$ cat src/rtl/gw_pkg.sv
package gw_pkg;

  typedef enum logic [1:0] {K_END, K_RUN, K_CHAIN, K_BAD} desc_kind_e;
  typedef enum logic [1:0] {S_IDLE, S_CHECK, S_WAIT} walk_state_e;
  typedef enum logic [1:0] {F_IDLE, F_W0, F_W1} fetch_state_e;

  // Kind of a descriptor from the zero pattern of its two words.
  function automatic desc_kind_e classify(input logic [31:0] pg, input logic [31:0] n);
    if (pg == 32'd0) return (n == 32'd0) ? K_END : K_BAD;
    return (n == 32'd0) ? K_CHAIN : K_RUN;
  endfunction

endpackage

$ cat src/rtl/gw_fetch.sv
module gw_fetch
  import gw_pkg::*;
#(
  parameter int ADDR_W = 30
) (
  input  logic              clk,
  input  logic              rst_n,
  input  logic              start,
  input  logic [ADDR_W-1:0] base,
  output logic              mem_req,
  output logic [ADDR_W-1:0] mem_addr,
  input  logic              mem_rvalid,
  input  logic [31:0]       mem_rdata,
  output logic              done,
  output logic [31:0]       word0,
  output logic [31:0]       word1
);

  fetch_state_e fst;

  always_ff @(posedge clk) begin
    if (!rst_n) begin
      fst      <= F_IDLE;
      mem_req  <= 1'b0;
      mem_addr <= '0;
      done     <= 1'b0;
      word0    <= '0;
      word1    <= '0;
    end else begin
      mem_req <= 1'b0;
      done    <= 1'b0;
      case (fst)
        F_IDLE: if (start) begin
          mem_req  <= 1'b1;
          mem_addr <= base;
          fst      <= F_W0;
        end
        F_W0: if (mem_rvalid) begin
          word0    <= mem_rdata;
          mem_req  <= 1'b1;
          mem_addr <= {mem_addr[ADDR_W-1:1], 1'b1};
          fst      <= F_W1;
        end
        F_W1: if (mem_rvalid) begin
          word1 <= mem_rdata;
          done  <= 1'b1;
          fst   <= F_IDLE;
        end
        default: fst <= F_IDLE;
      endcase
    end
  end

endmodule

$ cat src/rtl/gw_ctrl.sv
module gw_ctrl
  import gw_pkg::*;
#(
  parameter int PPN_W    = 20,
  parameter int SLOTS    = 512,
  parameter int MAX_IDS  = 64,
  parameter int MAX_DESC = 4096,
  localparam int SLOT_W  = $clog2(SLOTS),
  localparam int ID_W    = $clog2(MAX_IDS),
  localparam int CNT_W   = $clog2(MAX_DESC + 1),
  localparam int ADDR_W  = PPN_W + SLOT_W + 1
) (
  input  logic              clk,
  input  logic              rst_n,
  input  logic              cmd_wr,
  input  logic [31:0]       cmd_data,
  input  logic [31:0]       cur_id,
  output logic              fetch_start,
  output logic [ADDR_W-1:0] fetch_base,
  input  logic              fetch_done,
  input  logic [31:0]       word0,
  input  logic [31:0]       word1,
  output logic              busy,
  output logic              done,
  output logic              err,
  output logic              map_valid,
  output logic [ID_W-1:0]   map_id,
  output logic [31:0]       map_page,
  output logic [31:0]       map_count,
  output logic              del_valid,
  output logic [ID_W-1:0]   del_id,
  output logic              evt_run,
  output logic              evt_end,
  output logic              evt_fault
);

  walk_state_e       st;
  logic [31:0]       page_q;
  logic [SLOT_W-1:0] slot_q;
  logic [CNT_W-1:0]  nread_q;
  logic [ID_W-1:0]   wid_q;
  desc_kind_e        kind;
  logic              id_ok, at_limit, last_slot, got;

  assign id_ok       = cur_id < 32'(MAX_IDS);
  assign kind        = classify(word0, word1);
  assign at_limit    = nread_q == CNT_W'(MAX_DESC);
  assign last_slot   = slot_q == SLOT_W'(SLOTS - 1);
  assign got         = (st == S_WAIT) && fetch_done;
  assign fetch_start = (st == S_CHECK) && !at_limit;
  assign fetch_base  = {page_q[PPN_W-1:0], slot_q, 1'b0};
  assign busy        = st != S_IDLE;
  assign map_id      = wid_q;

  assign evt_run   = got && kind == K_RUN && !last_slot;
  assign evt_end   = got && kind == K_END;
  assign evt_fault = (got && (kind == K_BAD || (kind == K_RUN && last_slot)))
                   || (st == S_CHECK && at_limit);

  always_ff @(posedge clk) begin
    if (!rst_n) begin
      st        <= S_IDLE;
      page_q    <= '0;
      slot_q    <= '0;
      nread_q   <= '0;
      wid_q     <= '0;
      done      <= 1'b0;
      err       <= 1'b0;
      map_valid <= 1'b0;
      map_page  <= '0;
      map_count <= '0;
      del_valid <= 1'b0;
      del_id    <= '0;
    end else begin
      done      <= 1'b0;
      err       <= 1'b0;
      map_valid <= 1'b0;
      del_valid <= 1'b0;
      case (st)
        S_IDLE: if (cmd_wr) begin
          if (!id_ok) begin
            err <= 1'b1;
          end else if (cmd_data == 32'd0) begin
            del_valid <= 1'b1;
            del_id    <= cur_id[ID_W-1:0];
            done      <= 1'b1;
          end else begin
            page_q  <= cmd_data;
            slot_q  <= '0;
            nread_q <= '0;
            wid_q   <= cur_id[ID_W-1:0];
            st      <= S_CHECK;
          end
        end
        S_CHECK: begin
          if (at_limit) begin
            err <= 1'b1;
            st  <= S_IDLE;
          end else begin
            st <= S_WAIT;
          end
        end
        S_WAIT: if (fetch_done) begin
          nread_q <= nread_q + 1'b1;
          case (kind)
            K_END: begin
              done <= 1'b1;
              st   <= S_IDLE;
            end
            K_RUN: begin
              if (last_slot) begin
                err <= 1'b1;
                st  <= S_IDLE;
              end else begin
                map_valid <= 1'b1;
                map_page  <= word0;
                map_count <= word1;
                slot_q    <= slot_q + 1'b1;
                st        <= S_CHECK;
              end
            end
            K_CHAIN: begin
              page_q <= word0;
              slot_q <= '0;
              st     <= S_CHECK;
            end
            default: begin
              err <= 1'b1;
              st  <= S_IDLE;
            end
          endcase
        end
        default: st <= S_IDLE;
      endcase
    end
  end

endmodule

$ cat src/rtl/gw_walker.sv
module gw_walker #(
  parameter int PPN_W    = 20,
  parameter int SLOTS    = 512,
  parameter int MAX_IDS  = 64,
  parameter int MAX_DESC = 4096,
  localparam int SLOT_W  = $clog2(SLOTS),
  localparam int ID_W    = $clog2(MAX_IDS),
  localparam int ADDR_W  = PPN_W + SLOT_W + 1
) (
  input  logic              clk,
  input  logic              rst_n,
  input  logic              reg_wr_en,
  input  logic              reg_wr_sel,
  input  logic [31:0]       reg_wr_data,
  output logic [31:0]       cap_max_ids,
  output logic [31:0]       cap_desc_limit,
  output logic              busy,
  output logic              done,
  output logic              error,
  output logic              mem_req,
  output logic [ADDR_W-1:0] mem_addr,
  input  logic              mem_rvalid,
  input  logic [31:0]       mem_rdata,
  output logic              map_valid,
  output logic [ID_W-1:0]   map_id,
  output logic [31:0]       map_page,
  output logic [31:0]       map_count,
  output logic              map_del,
  output logic [ID_W-1:0]   map_del_id
);

  logic [31:0]       id_q;
  logic              cmd_wr;
  logic              fetch_start, fetch_done;
  logic [ADDR_W-1:0] fetch_base;
  logic [31:0]       word0, word1;
  logic              evt_run, evt_end, evt_fault;

  assign cap_max_ids    = 32'(MAX_IDS);
  assign cap_desc_limit = 32'(MAX_DESC);
  assign cmd_wr         = reg_wr_en && reg_wr_sel && !busy;

  always_ff @(posedge clk) begin
    if (!rst_n)                      id_q <= '0;
    else if (reg_wr_en && !reg_wr_sel) id_q <= reg_wr_data;
  end

  gw_fetch #(.ADDR_W(ADDR_W)) u_fetch (
    .clk, .rst_n,
    .start(fetch_start), .base(fetch_base),
    .mem_req, .mem_addr, .mem_rvalid, .mem_rdata,
    .done(fetch_done), .word0, .word1
  );

  gw_ctrl #(.PPN_W(PPN_W), .SLOTS(SLOTS), .MAX_IDS(MAX_IDS), .MAX_DESC(MAX_DESC)) u_ctrl (
    .clk, .rst_n,
    .cmd_wr, .cmd_data(reg_wr_data), .cur_id(id_q),
    .fetch_start, .fetch_base, .fetch_done, .word0, .word1,
    .busy, .done, .err(error),
    .map_valid, .map_id, .map_page, .map_count,
    .del_valid(map_del), .del_id(map_del_id),
    .evt_run, .evt_end, .evt_fault
  );

endmodule

$ cat config.mk
export PLATFORM = sky130hd
export DESIGN_NAME = gw_walker
export DESIGN_NICKNAME = d
export VERILOG_FILES = /design/src/rtl/gw_pkg.sv /design/src/rtl/gw_fetch.sv /design/src/rtl/gw_ctrl.sv /design/src/rtl/gw_walker.sv
export SDC_FILE = /design/constraint.sdc
export NUM_CORES = 1
export LEC_CHECK = 0
export ABC_AREA = 1
export ABC_CLOCK_PERIOD_IN_PS = 2000
export BUFFER_PORTS_ARGS = -buffer_cell sky130_fd_sc_hd__buf_2
export CAP_MARGIN = 20
export CORE_ASPECT_RATIO = 1.2
export CORE_MARGIN = 2
export CORE_UTILIZATION = 40
export DETAILED_ROUTE_END_ITERATION = 12
export PLACE_DENSITY = 0.69
export SYNTH_ARGS = -nofsm -noshare
export SYNTH_HDL_FRONTEND = slang
export SYNTH_HIERARCHICAL = 1
export SYNTH_SLANG_ARGS = --single-unit
$ cat constraint.sdc
create_clock -name clk -period 2 [get_ports clk]
set_input_delay 0.3 -clock clk [delete_from_list [all_inputs] [get_ports clk]]
set_output_delay 0.3 -clock clk [all_outputs]
set_load 0.02 [all_outputs]
==> impl_metrics.xml, run 1 <==
<?xml version="1.0" encoding="UTF-8"?>
<metrics>
  <group name="sta">
    <metric name="rsz0062_at_grt" unit="">yes</metric>
    <metric name="final-hold-violation-count" unit="">0</metric>
    <metric name="setup_viol_count_final" unit="">0</metric>
    <metric name="post-route-period-util" unit="%">97.82</metric>
    <metric name="max_slew.worst_pin.slew" unit="ps">684.3</metric>
    <metric name="finalHoldWorstSlack" unit="ps">51.90</metric>
    <metric name="layout_skew" unit="ps">22.32</metric>
    <metric name="layout_min_cycle_time" unit="ps">1956</metric>
    <metric name="pins_over_slew_limit" unit="">0</metric>
    <metric name="achievable-frequency" unit="GHz">0.5111</metric>
    <metric name="tns" unit="ps">0</metric>
    <metric name="timing.slew.headroom" unit="%">54.38</metric>
  </group>
  <group name="pwr">
    <metric name="pwr-share-clk" unit="%">46.9</metric>
    <metric name="p_sw" unit="mW">2.609</metric>
    <metric name="seq_power_share" unit="%">47.1</metric>
    <metric name="power_switching_share" unit="%">23.88</metric>
    <metric name="p_comb_share" unit="%">6.1</metric>
    <metric name="p_int" unit="mW">8.318</metric>
    <metric name="power_density" unit="nW/µm²">793.4</metric>
    <metric name="maximum_ir_drop_on_the_vdd_rail" unit="V">0.0006022</metric>
    <metric name="power.static_leakage" unit="nW">6.225</metric>
  </group>
  <group name="clock_network">
    <metric name="tritoncts" unit="">yes</metric>
    <metric name="clk_root_buffer_cell" unit="">sky130_fd_sc_hd__clkbuf_16</metric>
    <metric name="htree_levels" unit="">1</metric>
    <metric name="cts.clk_slew.worst_paths" unit="ps">60</metric>
    <metric name="number_of_buffers_added_by_the_clock_tree_synthesis_step" unit="">28</metric>
    <metric name="insertion_delay" unit="ps">540</metric>
    <metric name="clock_sinks" unit="">254</metric>
    <metric name="cts.path.max_buffers" unit="">3</metric>
  </group>
  <group name="floorplan">
    <metric name="die_area" unit="µm²">29930</metric>
    <metric name="std_cell_rows" unit="">67</metric>
    <metric name="die_height" unit="µm">189.1</metric>
    <metric name="initial_core_util" unit="%">40.80</metric>
    <metric name="floorplan.core_area" unit="µm²">28000</metric>
    <metric name="top_level_ports" unit="">245</metric>
    <metric name="floorplan.die.width" unit="µm">158.3</metric>
  </group>
  <group name="place">
    <metric name="dp.final_hpwl" unit="mm">22.27</metric>
    <metric name="io_buffer_count" unit="">180</metric>
    <metric name="routabilityCongestion" unit="">0.8914</metric>
  </group>
  <group name="worst_setup_path">
    <metric name="ff2ff_setup_slack" unit="ps">40</metric>
    <metric name="crit_arrival" unit="ps">2380</metric>
    <metric name="timing.critical_path.cells" unit="">ha_4 -&gt; nand3_4 -&gt; nor2_4 -&gt; nand3_2 -&gt; nor2_1 -&gt; ha_2 -&gt; inv_2 -&gt; nand2_4 -&gt; inv_4 -&gt; nand2_8 -&gt; clkinv_8 -&gt; buf_12 -&gt; o21ai_1 -&gt; a21oi_1</metric>
    <metric name="critPathRequiredTime" unit="ps">2430</metric>
    <metric name="critical_path_class" unit="">flip-flop to flip-flop</metric>
    <metric name="cpMaxStageDelayCell" unit="">sky130_fd_sc_hd__dfxtp_2</metric>
    <metric name="crit_fanout" unit="">34</metric>
    <metric name="cp-start-kind" unit="">flip-flop</metric>
    <metric name="worst_r2r_path_depth" unit="">14</metric>
    <metric name="max_stage_delay" unit="ps">360</metric>
    <metric name="startpoint_of_the_worst_slack_reg_to_reg_timing_path" unit="">u_ctrl/slot_q[1]</metric>
    <metric name="critical_path.reg2reg.endpoint" unit="">u_ctrl/map_page[9]</metric>
    <metric name="endpoint_kind" unit="">flip-flop</metric>
  </group>
  <group name="synth">
    <metric name="post_synth_instance_area" unit="µm²">11420</metric>
    <metric name="synth-warning-count" unit="">6</metric>
    <metric name="post_synth.cell_area_avg" unit="µm²">7.039</metric>
    <metric name="synthesis.instances" unit="">1623</metric>
  </group>
  <group name="drt">
    <metric name="ant_nets" unit="">0</metric>
    <metric name="drt-vias-per-instance" unit="">4.933</metric>
    <metric name="drt_pre_antenna_iters" unit="">7</metric>
    <metric name="initialDrtViolationCount" unit="">911</metric>
    <metric name="route.final.wire_length" unit="mm">32.45</metric>
    <metric name="drt_drc_violations_left" unit="">0</metric>
    <metric name="route.detailed.wl_per_inst" unit="µm">14.77</metric>
    <metric name="vias" unit="">10840</metric>
  </group>
  <group name="worst_hold_path">
    <metric name="hold_path_depth" unit="">3</metric>
    <metric name="worst_hold_path_type" unit="">input pin to flip-flop</metric>
    <metric name="worstHoldStart" unit="">mem_rdata[31]</metric>
    <metric name="whs_endpoint" unit="">u_fetch/word0[31]</metric>
  </group>
  <group name="layout">
    <metric name="nNetsFinal" unit="">1869</metric>
    <metric name="antennaDiodeCount" unit="">0</metric>
    <metric name="filler_cell_count" unit="">2819</metric>
    <metric name="post-route-util" unit="%">49.19</metric>
    <metric name="areaGrowthSynthToFinish" unit="%">20.56</metric>
    <metric name="drive_gt1_share" unit="%">18.59</metric>
  </group>
  <group name="global_route">
    <metric name="antenna_found_initial" unit="">0</metric>
    <metric name="grt-ovfl-total" unit="">0</metric>
    <metric name="grt_pass1_wl" unit="mm">49.51</metric>
    <metric name="grt_util_all_layers" unit="%">20.30</metric>
    <metric name="first_global_vias" unit="">9790</metric>
    <metric name="grt_start_max_net_pins" unit="">70</metric>
  </group>
  <group name="run">
    <metric name="max_cap_violations" unit="">0</metric>
  </group>
  <group name="status">
    <metric name="outcome" unit="">completed</metric>
  </group>
</metrics>
## per-layer routing
layer	vias to the layer above	wire [µm]	part of all wire, %	GRT usage, %
li1	5382	-	-	-
met5	-	0	0	0
met4	0	1192	3.7	8.143
met2	409	15390	47	33.70
met1	4975	13690	42	26.29
met3	71	2168	6.7	3.182
## layout by cell type, fill, tap and decap left out, types with 20 or more instances in the layout
cell	instances
sky130_fd_sc_hd__dfxtp_1	252
sky130_fd_sc_hd__nand2_1	294
sky130_fd_sc_hd__o21ai_0	70
sky130_fd_sc_hd__o21ai_1	20
sky130_fd_sc_hd__nand4_1	67
sky130_fd_sc_hd__clkbuf_16	33
sky130_fd_sc_hd__buf_4	53
sky130_fd_sc_hd__a21oi_1	113
sky130_fd_sc_hd__inv_1	104
sky130_fd_sc_hd__conb_1	65
sky130_fd_sc_hd__nand3_1	56
sky130_fd_sc_hd__nand3b_1	31
sky130_fd_sc_hd__nor2_1	370
sky130_fd_sc_hd__buf_2	179
## worst max-delay path by stage
stage                startpoint             endpoint  slack (ps)
2_1_floorplan  u_ctrl/slot_q[0]   u_ctrl/map_page[7]          90
3_3_place_gp   u_ctrl/slot_q[0]  u_ctrl/map_page[24]         -40
3_5_place_dp   u_ctrl/slot_q[0]  u_ctrl/map_page[25]         -60
6_report       u_ctrl/slot_q[1]   u_ctrl/map_page[9]          40
4_1_cts        u_ctrl/slot_q[0]  u_ctrl/map_page[18]         -10
5_1_grt            u_ctrl/st[0]     u_ctrl/page_q[0]         -50
## power by group through the flow
stage               Sequential (mW)  Clock (mW)  Combinational, mW
global placement               5.25           0              0.641
detailed placement             5.25           0              0.642
floorplan                      5.25           0              0.517
CTS                            5.14        5.22              0.647
finish                         5.14        5.12              0.663
global route                   5.15        5.41              0.738
## sequential cells by signal, summed over array words and instances (netlist names), 2 cells and up
| name | flops |
|---|---|
| u_ctrl/nread_q | 13 |
| u_ctrl/map_page | 32 |
| u_fetch/mem_addr | 30 |
| u_ctrl/del_id | 6 |
| u_fetch/word1 | 32 |
| id_q | 32 |
| u_ctrl/page_q | 20 |
| u_ctrl/st | 2 |
| u_fetch/word0 | 32 |
| u_fetch/fst | 2 |
| u_ctrl/slot_q | 9 |
| u_ctrl/map_count | 32 |
| u_ctrl/map_id | 6 |
## critical path: cells and delay by family, from the launching register on
family                   cells  cell delay [ps]
adder cells (fa/ha/maj)      2              350
AO/OA/AOI/OAI                2              190
AND/OR/NAND/NOR              6              570
flip-flops                   1              360
buffers and inverters        4              350
## cell type report
class                      count  area (µm²)  area share [%]
clock inverter                 9       82.58          0.5996
multi-input combinational   1151        5273           38.28
timing repair buffer         244        1562           11.34
tap                          379       474.2           3.443
sequential                   254        5087           36.94
inverter                     117       456.7           3.316
clock buffer                  43       838.3           6.086
## repair_timing
action	4_1_cts	5_1_grt
gates cloned	1	4
endpoints found under the setup margin	41	110
resized for setup	22	42
hold buffers	0	0
setup buffers	1	2
pin swaps	2	7
## stage by stage
| step | setup WS (ps) | instance area (µm²) | power, mW | std cells |
|---|---|---|---|---|
| final | 43.58 | 13770 | 10.93 | 2197 |
| after global routing | -49.44 | 13770 | 11.29 | 2197 |
| after CTS | -10.08 | 13500 | 11.01 | 2190 |
| after detailed placement | -64.34 | 12540 | 5.897 | 2136 |
| after global placement | -42.88 | 12540 | 5.893 | 2136 |
| after floorplan | 94.78 | 11660 | 5.769 | 1685 |
No activity file was read; power rests on OpenSTA's default activity.
==> inputs of run 2 (changes only) <==
--- a/config.mk
+++ b/config.mk
@@ -5,15 +5,14 @@
 export SDC_FILE = /design/constraint.sdc
 export NUM_CORES = 1
 export LEC_CHECK = 0
-export ABC_AREA = 1
 export ABC_CLOCK_PERIOD_IN_PS = 2000
 export BUFFER_PORTS_ARGS = -buffer_cell sky130_fd_sc_hd__buf_2
 export CAP_MARGIN = 20
 export CORE_ASPECT_RATIO = 1.2
 export CORE_MARGIN = 2
-export CORE_UTILIZATION = 40
+export CORE_UTILIZATION = 49
 export DETAILED_ROUTE_END_ITERATION = 12
-export PLACE_DENSITY = 0.69
+export PLACE_DENSITY = 0.81
 export SYNTH_ARGS = -nofsm -noshare
 export SYNTH_HDL_FRONTEND = slang
 export SYNTH_HIERARCHICAL = 1
==> run 2 against run 1 <==
Net effect:
- the run now ends with negative setup slack left
- sequential power hardly changed
- cell count is 14% lower
- hold slack worse by 31 ps
- combinational power is 23% higher
- die area is 22% lower
- sequential share of layout area is 4.3 points lower
- worst setup slack worse by 410 ps
- sequential cell count stayed put
- critical path type unchanged
- critical endpoint is now u_ctrl/page_q[9]
- largest power group unchanged
==> impl_metrics.xml, run 2 <==
<?xml version="1.0" encoding="UTF-8"?>
<metrics>
  <group name="layout">
    <metric name="nNetsFinal" unit="">1677</metric>
    <metric name="drive_gt1_share" unit="%">38.02</metric>
    <metric name="filler_cell_count" unit="">1406</metric>
    <metric name="multi_input_comb_area" unit="µm²">5789</metric>
    <metric name="layout.cells.most_common" unit="">sky130_fd_sc_hd__nand2_1</metric>
    <metric name="final_cell_count_no_fill" unit="">1897</metric>
    <metric name="antennaDiodeCount" unit="">0</metric>
    <metric name="ff_latch_area" unit="µm²">5105</metric>
    <metric name="areaGrowthSynthToFinish" unit="%">44.36</metric>
    <metric name="mostFrequentLayoutCells" unit="">348 x sky130_fd_sc_hd__nand2_1, 238 x sky130_fd_sc_hd__dfxtp_1, 179 x sky130_fd_sc_hd__buf_2</metric>
  </group>
  <group name="sta">
    <metric name="finalHoldWorstSlack" unit="ps">21.31</metric>
    <metric name="timing.slew.headroom" unit="%">63.29</metric>
    <metric name="final-hold-violation-count" unit="">0</metric>
    <metric name="setup_ws" unit="ps">-365.3</metric>
    <metric name="max_slew.worst_pin.slew" unit="ps">550.7</metric>
    <metric name="rsz0062_at_grt" unit="">yes</metric>
    <metric name="pins_over_slew_limit" unit="">0</metric>
    <metric name="layout_min_cycle_time" unit="ps">2365</metric>
    <metric name="setup_viol_count_final" unit="">124</metric>
    <metric name="achievable-frequency" unit="GHz">0.4228</metric>
    <metric name="layout_skew" unit="ps">12.37</metric>
    <metric name="post-route-period-util" unit="%">118.3</metric>
  </group>
  <group name="floorplan">
    <metric name="initial_core_util" unit="%">49.87</metric>
    <metric name="die_area" unit="µm²">23300</metric>
    <metric name="top_level_ports" unit="">245</metric>
    <metric name="floorplan.die.width" unit="µm">139.7</metric>
    <metric name="std_cell_rows" unit="">59</metric>
    <metric name="floorplan.core_area" unit="µm²">21700</metric>
    <metric name="die_height" unit="µm">166.8</metric>
  </group>
  <group name="drt">
    <metric name="drt_pre_antenna_iters" unit="">5</metric>
    <metric name="initialDrtViolationCount" unit="">808</metric>
    <metric name="ant_nets" unit="">0</metric>
    <metric name="route.detailed.wl_per_inst" unit="µm">19.22</metric>
    <metric name="vias" unit="">10580</metric>
    <metric name="drt-vias-per-instance" unit="">5.577</metric>
    <metric name="route.final.wire_length" unit="mm">36.46</metric>
    <metric name="drt_drc_violations_left" unit="">0</metric>
  </group>
  <group name="clock_network">
    <metric name="htree_levels" unit="">1</metric>
    <metric name="cts.path.max_buffers" unit="">3</metric>
    <metric name="number_of_buffers_added_by_the_clock_tree_synthesis_step" unit="">25</metric>
    <metric name="clk_root_buffer_cell" unit="">sky130_fd_sc_hd__clkbuf_16</metric>
    <metric name="insertion_delay" unit="ps">530</metric>
    <metric name="cts.clk_slew.worst_paths" unit="ps">70</metric>
    <metric name="clock_sinks" unit="">254</metric>
    <metric name="tritoncts" unit="">yes</metric>
  </group>
  <group name="synth">
    <metric name="post_synth.cell_area_avg" unit="µm²">8.651</metric>
    <metric name="synth-warning-count" unit="">6</metric>
    <metric name="post_synth_instance_area" unit="µm²">10820</metric>
    <metric name="synthesis.instances" unit="">1251</metric>
  </group>
  <group name="worst_hold_path">
    <metric name="worst_hold_path_type" unit="">input pin to flip-flop</metric>
  </group>
  <group name="global_route">
    <metric name="grt_start_max_net_pins" unit="">114</metric>
    <metric name="antenna_found_initial" unit="">0</metric>
    <metric name="grt-ovfl-total" unit="">0</metric>
    <metric name="first_global_vias" unit="">10290</metric>
    <metric name="grt_pass1_wl" unit="mm">53.95</metric>
    <metric name="grt_util_all_layers" unit="%">28.19</metric>
  </group>
  <group name="worst_setup_path">
    <metric name="critical_path_class" unit="">flip-flop to flip-flop</metric>
    <metric name="critPathRequiredTime" unit="ps">2420</metric>
    <metric name="crit_fanout" unit="">8</metric>
    <metric name="cp-start-kind" unit="">flip-flop</metric>
    <metric name="crit_arrival" unit="ps">2780</metric>
    <metric name="endpoint_kind" unit="">flip-flop</metric>
  </group>
  <group name="place">
    <metric name="io_buffer_count" unit="">180</metric>
    <metric name="routabilityCongestion" unit="">0.8698</metric>
    <metric name="post-place-cells" unit="">1778</metric>
    <metric name="dp.final_hpwl" unit="mm">20.26</metric>
  </group>
  <group name="status">
    <metric name="violations" unit="">negative setup slack</metric>
    <metric name="outcome" unit="">finished, violations left</metric>
  </group>
  <group name="pwr">
    <metric name="total_power" unit="mW">11.10</metric>
    <metric name="power_density" unit="nW/µm²">710.7</metric>
    <metric name="maximum_ir_drop_on_the_vdd_rail" unit="V">0.0006636</metric>
    <metric name="power.static_leakage" unit="nW">6.839</metric>
  </group>
  <group name="run">
    <metric name="max_cap_violations" unit="">0</metric>
  </group>
</metrics>
run 2: metrics by stage:
stage / setup slack, ps / util [%] / TNS, ps / area [µm²]
2_1_floorplan: -203.3 / - / -6780 / 11150
3_3_place_gp: -247.7 / 58.64 / -20640 / 12730
3_5_place_dp: -354.2 / 58.64 / -26960 / 12730
4_1_cts: -206.6 / 69.73 / -14070 / 15130
5_1_grt: -435.0 / 71.99 / -27310 / 15620
6_report: -365.3 / 71.99 / -19860 / 15620
run 2: final cells by class:
type | count | share of cell area [%]
clock buffer | 31 | 4.276
timing repair buffer | 409 | 22.00
inverter | 10 | 0.2963
clock inverter | 15 | 1.506
tap | 274 | 2.194
sequential | 254 | 32.67
multi-input combinational | 904 | 37.05
run 2: timing repair:
action,in CTS,in global routing
endpoints found under the hold margin,0,0
gates cloned,23,6
setup endpoints to repair,142,146
pin swaps,56,37
resized for setup,174,79
hold buffers,0,0
buffers inserted,37,16
run 2: worst paths after layout:
kind	cells past startpoint	endpoint	slack, ps	from
max	9	u_ctrl/page_q[9]	-370	u_fetch/word1[15]
min	3	id_q[26]	20	reg_wr_data[26]
max reg2reg	9	u_ctrl/page_q[9]	-370	u_fetch/word1[15]
min reg2reg	2	u_ctrl/map_page[23]	450	u_ctrl/map_page[23]
run 2: worst max-delay path, stage by stage, from the launching register on:
cell and delay (ps):
sky130_fd_sc_hd__dfxtp_1 310, sky130_fd_sc_hd__nor4_1 360, sky130_fd_sc_hd__and4_1 340, sky130_fd_sc_hd__o211ai_1 140, sky130_fd_sc_hd__buf_4 180, sky130_fd_sc_hd__a221oi_4 300, sky130_fd_sc_hd__buf_6 170, sky130_fd_sc_hd__buf_12 120
sky130_fd_sc_hd__nor2_2 50, sky130_fd_sc_hd__a311oi_2 280
run 2: metal layers:
metal / vias up / track usage (%) / share of wire (%)
met5: - / 0 / 0
met4: 0 / 12.30 / 5.7
met3: 152 / 4.342 / 7.4
met2: 581 / 50.23 / 51
met1: 5060 / 33.56 / 36
li1: 4786 / - / -
run 2: report_power, final:
group,internal [mW],switching [mW],total (mW)
logic,0.307,0.507,0.814
clock network,3.06,2.09,5.14
registers,5.11,0.0368,5.15
total,8.47,2.63,11.1
==> inputs of run 3 (changes only) <==
--- a/config.mk
+++ b/config.mk
@@ -13,6 +13,7 @@
 export CORE_UTILIZATION = 49
 export DETAILED_ROUTE_END_ITERATION = 12
 export PLACE_DENSITY = 0.81
+export SETUP_SLACK_MARGIN = 0.3
 export SYNTH_ARGS = -nofsm -noshare
 export SYNTH_HDL_FRONTEND = slang
 export SYNTH_HIERARCHICAL = 1
==> run 3 against run 2 <==
Net effect:
- the flow still finishes with violations (negative setup slack)
- count of clock-buffer cells in the layout up 6
- non-clock buffer count fell by 17
- utilization decreased by 0.66 points
- critical endpoint is now u_ctrl/map_count[1]
- largest cell class unchanged
- highest routed layer unchanged
==> impl_metrics.xml, run 3 (same netlist as run 2, synthesis figures left out) <==
<?xml version="1.0" encoding="UTF-8"?>
<metrics>
  <group name="floorplan">
    <metric name="top_level_ports" unit="">245</metric>
    <metric name="die_height" unit="µm">166.8</metric>
    <metric name="floorplan.core_area" unit="µm²">21700</metric>
    <metric name="initial_core_util" unit="%">49.87</metric>
    <metric name="floorplan.die.width" unit="µm">139.7</metric>
    <metric name="die_area" unit="µm²">23300</metric>
    <metric name="std_cell_rows" unit="">59</metric>
  </group>
  <group name="worst_hold_path">
    <metric name="hold_path_depth" unit="">3</metric>
    <metric name="whs_endpoint" unit="">id_q[30]</metric>
    <metric name="worst_hold_path_type" unit="">input pin to flip-flop</metric>
    <metric name="worstHoldStart" unit="">reg_wr_data[30]</metric>
  </group>
  <group name="drt">
    <metric name="initialDrtViolationCount" unit="">866</metric>
    <metric name="drt_pre_antenna_iters" unit="">5</metric>
    <metric name="route.detailed.wl_per_inst" unit="µm">19.35</metric>
    <metric name="ant_nets" unit="">0</metric>
    <metric name="route.final.wire_length" unit="mm">36.42</metric>
    <metric name="drt-vias-per-instance" unit="">5.590</metric>
    <metric name="vias" unit="">10520</metric>
    <metric name="drt_drc_violations_left" unit="">0</metric>
  </group>
  <group name="pwr">
    <metric name="maximum_ir_drop_on_the_vdd_rail" unit="V">0.0006569</metric>
    <metric name="power_density" unit="nW/µm²">706.9</metric>
    <metric name="seq_power_share" unit="%">47.0</metric>
    <metric name="power_switching_share" unit="%">23.74</metric>
    <metric name="p_sw" unit="mW">2.599</metric>
    <metric name="p_int" unit="mW">8.345</metric>
    <metric name="power.static_leakage" unit="nW">6.889</metric>
    <metric name="p_comb_share" unit="%">7.9</metric>
    <metric name="pwr-share-clk" unit="%">45.1</metric>
  </group>
  <group name="worst_setup_path">
    <metric name="critPathRequiredTime" unit="ps">2420</metric>
    <metric name="crit_arrival" unit="ps">2900</metric>
    <metric name="path_buf_inv" unit="">4</metric>
    <metric name="crit_fanout" unit="">8</metric>
    <metric name="crit_path_max_delay_family" unit="">simple AND/OR/NAND/NOR gates</metric>
    <metric name="ff2ff_setup_slack" unit="ps">-480</metric>
    <metric name="timing.critical_path.cells" unit="">ha_4 -&gt; nand3_2 -&gt; or2_4 -&gt; nor2_4 -&gt; ha_4 -&gt; or4_4 -&gt; inv_8 -&gt; buf_6 -&gt; buf_6 -&gt; buf_12 -&gt; nand2_1 -&gt; a21oi_1</metric>
    <metric name="cp-start-kind" unit="">flip-flop</metric>
    <metric name="endpoint_kind" unit="">flip-flop</metric>
    <metric name="worst_r2r_path_depth" unit="">12</metric>
    <metric name="max_stage_delay" unit="ps">610</metric>
    <metric name="startpoint_of_the_worst_slack_reg_to_reg_timing_path" unit="">u_ctrl/slot_q[1]</metric>
    <metric name="cpMaxStageDelayCell" unit="">sky130_fd_sc_hd__or4_4</metric>
    <metric name="critical_path_class" unit="">flip-flop to flip-flop</metric>
    <metric name="critical_path.reg2reg.endpoint" unit="">u_ctrl/map_count[1]</metric>
  </group>
  <group name="clock_network">
    <metric name="insertion_delay" unit="ps">540</metric>
    <metric name="cts_hold_repair.buffers" unit="">0</metric>
    <metric name="cts.path.max_buffers" unit="">3</metric>
    <metric name="clk_root_buffer_cell" unit="">sky130_fd_sc_hd__clkbuf_16</metric>
    <metric name="number_of_buffers_added_by_the_clock_tree_synthesis_step" unit="">26</metric>
    <metric name="tritoncts" unit="">yes</metric>
    <metric name="htree_levels" unit="">1</metric>
    <metric name="clock_sinks" unit="">254</metric>
    <metric name="cts.clk_slew.worst_paths" unit="ps">70</metric>
  </group>
  <group name="run">
    <metric name="max_cap_violations" unit="">0</metric>
  </group>
  <group name="global_route">
    <metric name="grt_start_max_net_pins" unit="">164</metric>
    <metric name="grt_pass1_wl" unit="mm">51.59</metric>
    <metric name="antenna_found_initial" unit="">0</metric>
    <metric name="first_global_vias" unit="">9874</metric>
    <metric name="grt_util_all_layers" unit="%">26.92</metric>
    <metric name="grt-ovfl-total" unit="">0</metric>
  </group>
  <group name="place">
    <metric name="place_ws" unit="ps">-318.6</metric>
    <metric name="dp.final_hpwl" unit="mm">19.95</metric>
    <metric name="routabilityCongestion" unit="">0.8777</metric>
    <metric name="io_buffer_count" unit="">180</metric>
  </group>
  <group name="sta">
    <metric name="tns" unit="ps">-24210</metric>
    <metric name="post-route-period-util" unit="%">124.0</metric>
    <metric name="setup_ws" unit="ps">-480.4</metric>
    <metric name="rsz0062_at_grt" unit="">yes</metric>
    <metric name="achievable-frequency" unit="GHz">0.4032</metric>
    <metric name="final-hold-violation-count" unit="">0</metric>
    <metric name="timing.slew.headroom" unit="%">52.42</metric>
    <metric name="layout_skew" unit="ps">30.50</metric>
    <metric name="pins_over_slew_limit" unit="">0</metric>
    <metric name="setup_viol_count_final" unit="">133</metric>
    <metric name="layout_min_cycle_time" unit="ps">2480</metric>
    <metric name="max_slew.worst_pin.slew" unit="ps">713.7</metric>
  </group>
  <group name="status">
    <metric name="outcome" unit="">finished, violations left</metric>
    <metric name="violations" unit="">negative setup slack</metric>
  </group>
  <group name="layout">
    <metric name="antennaDiodeCount" unit="">0</metric>
    <metric name="areaGrowthSynthToFinish" unit="%">43.04</metric>
    <metric name="layout.cells.most_common" unit="">sky130_fd_sc_hd__nand2_1</metric>
    <metric name="mostFrequentLayoutCells" unit="">357 x sky130_fd_sc_hd__nand2_1, 243 x sky130_fd_sc_hd__dfxtp_1, 179 x sky130_fd_sc_hd__buf_2</metric>
    <metric name="drive_gt1_share" unit="%">37.75</metric>
    <metric name="nNetsFinal" unit="">1664</metric>
  </group>
</metrics>
==> run 3: cell types whose count changed in the layout (fill, tap and decap cells not counted), sizes merged <==
cell / change
buf: -16
o2111ai: +1
clkbuf: +5
inv: +2
clkinvlp: -5
clkinv: +1
bufinv: -3
==> run 3: worst max-delay path by stage <==
stage                           from                  end  slack [ps]  cells past startpoint
floorplan               u_ctrl/st[0]     u_ctrl/page_q[0]        -200                     11
global placement            id_q[12]    u_ctrl/page_q[19]        -280                      8
detailed placement          id_q[16]    u_ctrl/page_q[11]        -320                      7
CTS                         id_q[16]    u_ctrl/page_q[16]        -200                      7
global route        u_ctrl/slot_q[0]  u_ctrl/map_count[1]        -510                     12
finish              u_ctrl/slot_q[1]  u_ctrl/map_count[1]        -480                     12
==> run 3: metal layers <==
layer | track usage (%) | routed length, µm | vias to the layer above
li1 | - | - | 4763
met1 | 33.41 | 13610 | 5059
met2 | 47.95 | 18360 | 583
met3 | 3.738 | 2842 | 116
met4 | 9.087 | 1614 | 0
met5 | 0 | 0 | -
==> run 3: repair_timing <==
| action | in CTS | in global routing |
|---|---|---|
| pin swaps | 47 | 48 |
| setup buffers | 27 | 12 |
| resized for setup | 143 | 118 |
| cloned | 19 | 6 |
| endpoints found under the setup margin | 154 | 154 |
==> run 3: area by class of cell <==
cell class              instances  area (µm²)
inverters                      10       46.29
flip-flops and latches        254        5101
fillers                      1419        6222
repair buffers                392        3236
repair inverters                2       20.02
clock inverters                 8       105.1
multi-input cells             905        5868
well taps                     274       342.8
clock buffers                  37       762.0
==> run 3: power by group through the flow <==
stage               registers [mW]  clock network, mW  logic [mW]
floorplan                     5.25                  0       0.528
global placement              5.25                  0       0.673
detailed placement            5.25                  0       0.682
CTS                           5.14               4.96       0.749
global route                  5.15               5.18       0.917
finish                        5.15               4.93       0.865
==> run 3: worst reg2reg max path, delay by kind of cell (launching register included) <==
family | cells | cell delay [ps]
flops | 1 | 330
compound gates | 1 | 310
simple gates | 5 | 980
buf+inv | 4 | 440
fa+ha+maj | 2 | 320
==> run 3: metrics by stage <==
step           area (µm²)  hold slack, ps  std cells  util [%]  total power [mW]
3_5_place_dp        12660           444.0       1773     58.34             5.934
5_1_grt             15480           25.48       1882     71.33             11.25
2_1_floorplan       11180           434.0       1313         -             5.775
4_1_cts             14750           15.50       1864     67.94             10.85
6_report            15480           23.29       1882     71.33             10.94
3_3_place_gp        12660           440.8       1773     58.34             5.922
